## src/rtl/bitclk_pkg.sv

```systemverilog
`timescale 1ns/1ps
package bitclk_pkg;
   typedef enum logic {
      SRC_REF = 1'b0,
      SRC_EXT = 1'b1
   } clk_src_e;
endpackage

```

## src/rtl/bitclk_src_sel.sv

```systemverilog
`timescale 1ns/1ps
module bitclk_src_sel #(
   parameter bit HAS_EXT = 1'b1
) (
   input  logic                  ref_tick,
   input  logic                  ext_tick,
   input  bitclk_pkg::clk_src_e  sel,
   output logic                  src_tick
);
   import bitclk_pkg::*;

   generate
      if (HAS_EXT) begin : g_mux
         assign src_tick = (sel == SRC_EXT) ? ext_tick : ref_tick;
      end else begin : g_ref_only
         logic unused_ext;
         assign unused_ext = ext_tick ^ sel;
         assign src_tick   = ref_tick;
      end
   endgenerate
endmodule

```

## src/rtl/bitclk_prescale.sv

```systemverilog
`timescale 1ns/1ps
module bitclk_prescale #(
   parameter int unsigned PRE_DIV = 2
) (
   input  logic clk,
   input  logic rst_n,
   input  logic run,
   input  logic src_tick,
   output logic pre_tick
);
   generate
      if (PRE_DIV < 1) begin : g_bad_pre
         $error("bitclk_prescale: PRE_DIV must be at least 1");
      end

      if (PRE_DIV == 1) begin : g_pass
         logic unused_ctl;
         assign unused_ctl = clk ^ rst_n;
         assign pre_tick   = run & src_tick;
      end else begin : g_count
         localparam int unsigned PW = $clog2(PRE_DIV);
         localparam logic [PW-1:0] LAST = PW'(PRE_DIV - 1);
         logic [PW-1:0] cnt;
         logic          at_last;

         assign at_last = (cnt == LAST);

         always_ff @(posedge clk or negedge rst_n) begin
            if (!rst_n) begin
               cnt <= '0;
            end else if (!run) begin
               cnt <= '0;
            end else if (src_tick) begin
               cnt <= at_last ? '0 : cnt + 1'b1;
            end
         end

         assign pre_tick = run & src_tick & at_last;
      end
   endgenerate
endmodule

```

## src/rtl/bitclk_rate_div.sv

```systemverilog
`timescale 1ns/1ps
module bitclk_rate_div #(
   parameter int unsigned DIV_W = 8
) (
   input  logic             clk,
   input  logic             rst_n,
   input  logic             run,
   input  logic             pre_tick,
   input  logic [DIV_W-1:0] div_val,
   output logic             term
);
   generate
      if (DIV_W < 1 || DIV_W > 24) begin : g_bad_w
         $error("bitclk_rate_div: DIV_W must lie in 1..24");
      end
   endgenerate

   logic [DIV_W-1:0] cnt;
   logic [DIV_W-1:0] limit;
   logic             at_limit;

   assign at_limit = (cnt == limit);

   // The limit is captured only while idle or at terminal count, so a
   // mid-period write never stretches or cuts the running period.
   always_ff @(posedge clk or negedge rst_n) begin
      if (!rst_n) begin
         cnt   <= '0;
         limit <= '0;
      end else if (!run) begin
         cnt   <= '0;
         limit <= div_val;
      end else if (pre_tick) begin
         if (at_limit) begin
            cnt   <= '0;
            limit <= div_val;
         end else begin
            cnt   <= cnt + 1'b1;
         end
      end
   end

   assign term = run & pre_tick & at_limit;
endmodule

```

## src/rtl/bitclk_gen.sv

```systemverilog
`timescale 1ns/1ps
module bitclk_gen #(
   parameter int unsigned DIV_W   = 8,
   parameter int unsigned PRE_DIV = 2,
   parameter bit          HAS_EXT = 1'b1
) (
   input  logic             clk,
   input  logic             rst_n,
   input  logic             ref_tick,
   input  logic             ext_tick,
   input  logic             use_ext,
   input  logic [DIV_W-1:0] div_val,
   input  logic             enable,
   output logic             bit_stb,
   output logic             sclk
);
   import bitclk_pkg::*;

   logic     src_tick;
   logic     pre_tick;
   logic     term;
   clk_src_e sel;

   assign sel = clk_src_e'(use_ext);

   bitclk_src_sel #(.HAS_EXT(HAS_EXT)) u_sel (
      .ref_tick (ref_tick),
      .ext_tick (ext_tick),
      .sel      (sel),
      .src_tick (src_tick)
   );

   bitclk_prescale #(.PRE_DIV(PRE_DIV)) u_pre (
      .clk      (clk),
      .rst_n    (rst_n),
      .run      (enable),
      .src_tick (src_tick),
      .pre_tick (pre_tick)
   );

   bitclk_rate_div #(.DIV_W(DIV_W)) u_div (
      .clk      (clk),
      .rst_n    (rst_n),
      .run      (enable),
      .pre_tick (pre_tick),
      .div_val  (div_val),
      .term     (term)
   );

   always_ff @(posedge clk or negedge rst_n) begin
      if (!rst_n) begin
         bit_stb <= 1'b0;
         sclk    <= 1'b0;
      end else if (!enable) begin
         bit_stb <= 1'b0;
         sclk    <= 1'b0;
      end else begin
         bit_stb <= term;
         sclk    <= sclk ^ term;
      end
   end
endmodule

```

## config.mk

```make
export PLATFORM = sky130hd
export DESIGN_NAME = bitclk_gen
export DESIGN_NICKNAME = d
export VERILOG_FILES = /design/src/rtl/bitclk_pkg.sv /design/src/rtl/bitclk_src_sel.sv /design/src/rtl/bitclk_prescale.sv /design/src/rtl/bitclk_rate_div.sv /design/src/rtl/bitclk_gen.sv
export SDC_FILE = /design/constraint.sdc
export NUM_CORES = 1
export LEC_CHECK = 0
export BUFFER_PORTS_ARGS = -buffer_cell sky130_fd_sc_hd__buf_2
export CAP_MARGIN = 10
export CORE_ASPECT_RATIO = 0.9
export CORE_MARGIN = 2
export CORE_UTILIZATION = 35
export CTS_BUF_LIST = sky130_fd_sc_hd__clkbuf_8 sky130_fd_sc_hd__clkbuf_16
export DETAILED_ROUTE_END_ITERATION = 16
export GPL_ROUTABILITY_DRIVEN = 0
export HOLD_SLACK_MARGIN = 0.02
export PLACE_DENSITY = 0.63
export SLEW_MARGIN = 5
export SYNTH_ARGS = -nofsm -noshare
export SYNTH_HDL_FRONTEND = slang
export SYNTH_HIERARCHICAL = 1
export SYNTH_SLANG_ARGS = --single-unit
```

## constraint.sdc

```tcl
create_clock -name clk -period 2.1 [get_ports clk]
set_clock_uncertainty 0.1 [all_clocks]
set_input_delay 0.42 -clock clk [delete_from_list [all_inputs] [get_ports clk]]
set_output_delay 0.42 -clock clk [all_outputs]
set_load 0.005 [all_outputs]
```

==> key figures <==
Cells and area
  – Area Overhead vs Synth: 22.5%
  – Non-filler cells, final: 163
  – Nets: 139
  – Commonest non-fill, non-tap cells in the layout: 19 x dfrtp_1, 15 x buf_2, 10 x buf_4, 8 x xnor2_1, 8 x mux2_2
  – Commonest non-fill, non-tap cell in the layout: dfrtp_1
  – Layout cell share with drive strength beyond 1: 33.3%
  – Seq. cell area: 475 um^2
  – N_diodes: 0
  – Area of the multi-input gates: 527 um^2
  – Fill count: 259

Clock tree
  – Clock sinks: 19
  – Root Buffer: clkbuf_8
  – CTS max path bufs: 2
  – Clk slew on worst S/H paths: 0.07 ns
  – # H-tree levels: 1
  – CTS tree: built
  – Clock Latency Late Sink: 0.25 ns
  – Cts bufs inserted: 3

Timing
  – Final setup violation count: 0
  – Setup WS post-layout: 0.0866 ns
  – Post-route clock period utilization: 95.9%
  – Worst rel slew slack: 68.6%
  – Measured slew at the worst slew-check pin: 0.471 ns
  – Achievable Freq: 497 MHz
  – Final Max Tran Viols: 0
  – Final min period: 2.01 ns
  – Final Hold Fails: 0
  – Setup tns final: 0 ns

Synth
  – Mapped Nets: 112
  – Yosys warning total: 6
  – Post-Synth Simple-Gate Area: 18.0%
  – Synth Cell Area: 1030 um^2
  – Sequential area share after synthesis: 46.0%
  – Post-synthesis mux area share: 10.2%
  – Synth Area in Compound Gates: 13.1%
  – Ys flop type: dfrtp_1
  – Adder-cell share of the synthesized area: 1.21%
  – Asr flop ratio synth: 100%
  – Largest family of logic cells by synthesized area: simple AND/OR/NAND/NOR gates
  – Seq cells post-synth: 19
  – EDFF count, synth: 0
  – Synth Area per Inst: 10.7 um^2
  – Cell variety after synth: 32
  – Syn Inst Count: 97
  – Synth Area in XOR/XNOR: 8.47%

Pwr
  – VDD IR-drop max: 329 uV
  – Cell area power density: 595 nW/um^2
  – Total Power: 0.000753 W
  – Int Pwr: 0.000570 W
  – Sequential fraction of design power: 53.2%
  – Leakage power: 0.570 nW
  – Clk pwr share: 33.4%
  – Comb power frac: 13.4%
  – Switch share: 24.3%
  – P_sw: 0.000183 W

Global route
  – GRT Util Overall: 16.0%
  – GR Overflow Total: 0
  – Largest net degree at the start of global routing: 20
  – Vias in the first global route: 928
  – First-pass GRT wire length: 4.11 mm
  – Antenna violations before repair: 0

Critical path
  – Kind of end point of the critical path: flip-flop
  – Delay-heaviest family, CP: compound AO/OA/AOI/OAI gates
  – CP Cell Sequence: xnor2_1 > nand4_1 > o31ai_4 > mux2_2
  – Slowest Stage Delay on Critical Path: 0.52 ns
  – CP Class: flip-flop to flip-flop
  – Crit-path max FO: 8
  – CP Launch Type: flip-flop
  – Slowest cell on the critical path: o31ai_4
  – WP buf/inv: 0
  – Worst Path Arrival: 2.05 ns
  – CP Data Required Time: 2.14 ns

Die
  – Starting Density: 37.3%
  – Die ar.: 3400 um^2
  – # rows: 18
  – Core Footprint: 2770 um^2
  – IO Count: 16
  – Die height: 55.6 um
  – Die X: 61.3 um

Drt
  – Via/cell ratio: 5.15
  – Detailed Routing Iterations Pass 1: 4
  – Antenna Violating Nets Remaining: 0
  – Starting DRC count in detailed routing: 18
  – Final WL: 2.29 mm
  – Routed vias: 839
  – Residual DRC: 0
  – Drt wl/cell: 14.0 um

Placed design
  – Placed Cells: 157
  – DP HPWL: 1.69 mm
  – PortBufs: 15
  – Setup WS pre-CTS: -0.0343 ns

Run
  – Max Cap Violations: 0

Status
  – Status: finished clean

Min path
  – Worst min path class: input pin to flip-flop
[registers in the layout (all words and copies together), names as in the netlist]
name,cells
bit_stb,1
u_div/cnt,8
u_div/limit,8
sclk,1
u_pre/g_count.at_last,1
[worst paths after layout]
check	startpoint	to	slack, ns	cells after the start
min in group asynchronous	rst_n	u_div/limit[1]	0.55	2
hold reg to reg	u_div/limit[0]	u_div/limit[0]	0.44	1
max in group asynchronous	rst_n	u_div/cnt[4]	1.05	2
hold / removal	div_val[3]	u_div/limit[3]	0.29	2
setup / recovery	u_div/cnt[3]	u_div/limit[7]	0.09	4
setup reg to reg	u_div/cnt[3]	u_div/limit[7]	0.09	4
[layer usage]
metal / wire length (um) / track usage, %
met2: 1200 / 25.8
met3: 66 / 3.51
met4: 9 / 6.21
met1: 1010 / 20.3
met5: 0 / 0
[Yosys cell counts, types with 2 or more instances]
cell type  count  area share, %
dfrtp_1       19             46
mux2_2         8            8.7
xnor2_1        8            6.8
nand2_1        7            2.5
nor2_1         6            2.2
and3_1         4            2.4
nand3_1        4            1.9
o22ai_1        4            2.4
a21oi_1        3            1.5
o21ai_0        3            1.5
and2_1         2            1.2
buf_4          2            1.5
inv_1          2           0.73
nand4_1        2            1.2
nor4b_1        2            1.7
o2111ai_1      2            1.7
o311ai_0       2            1.7
or3_1          2            1.2
xor2_1         2            1.7
[through the flow]
step           util [%]  area (um^2)  hold WS (ns)
2_1_floorplan         -         1030        0.0244
3_3_place_gp       43.4         1200         0.279
3_5_place_dp       43.4         1200         0.289
4_1_cts            45.4         1260         0.288
5_1_grt            45.7         1270         0.288
6_report           45.7         1270         0.294
[kinds of logic (layout without fill, tap and decap cells)]
logic type | Yosys count | after routing
AO/OA/AOI/OAI | 18 | 18
XOR/XNOR | 10 | 10
adder cells (fa/ha/maj) | 1 | 1
buffers and inverters | 6 | 32
flip-flops | 19 | 19
multiplexers | 9 | 9
AND/OR/NAND/NOR | 34 | 34
[worst reg2reg max path, cell delays in order, from the launching register on]
cell,delay (ns)
dfrtp_1,0.45
xnor2_1,0.17
nand4_1,0.25
o31ai_4,0.52
mux2_2,0.40
[area by class of cell]
| class | instances | share of cell area, % |
|---|---|---|
| multi-input cells | 72 | 41.6 |
| flip-flops and latches | 19 | 37.5 |
| repair buffers | 26 | 12.6 |
| well taps | 40 | 3.95 |
| clock buffers | 3 | 3.26 |
| inverters | 2 | 0.593 |
| clock inverters | 1 | 0.395 |
[power groups by stage]
stage,logic [W],clock network (W),registers [W]
6_report,0.000101,0.000251,0.000400
2_1_floorplan,0.0000614,0,0.000403
4_1_cts,0.000101,0.000263,0.000400
5_1_grt,0.000112,0.000278,0.000402
3_5_place_dp,0.0000989,0,0.000407
3_3_place_gp,0.0000945,0,0.000406
[repair_timing]
item / in CTS / in global routing
buffers inserted: 0 / 1
setup endpoints to repair: 0 / 9
endpoints found under the hold margin: 19 / 0
hold buffers: 1 / 0
resized for setup: 0 / 0
Power figures use the tool's default switching activity.
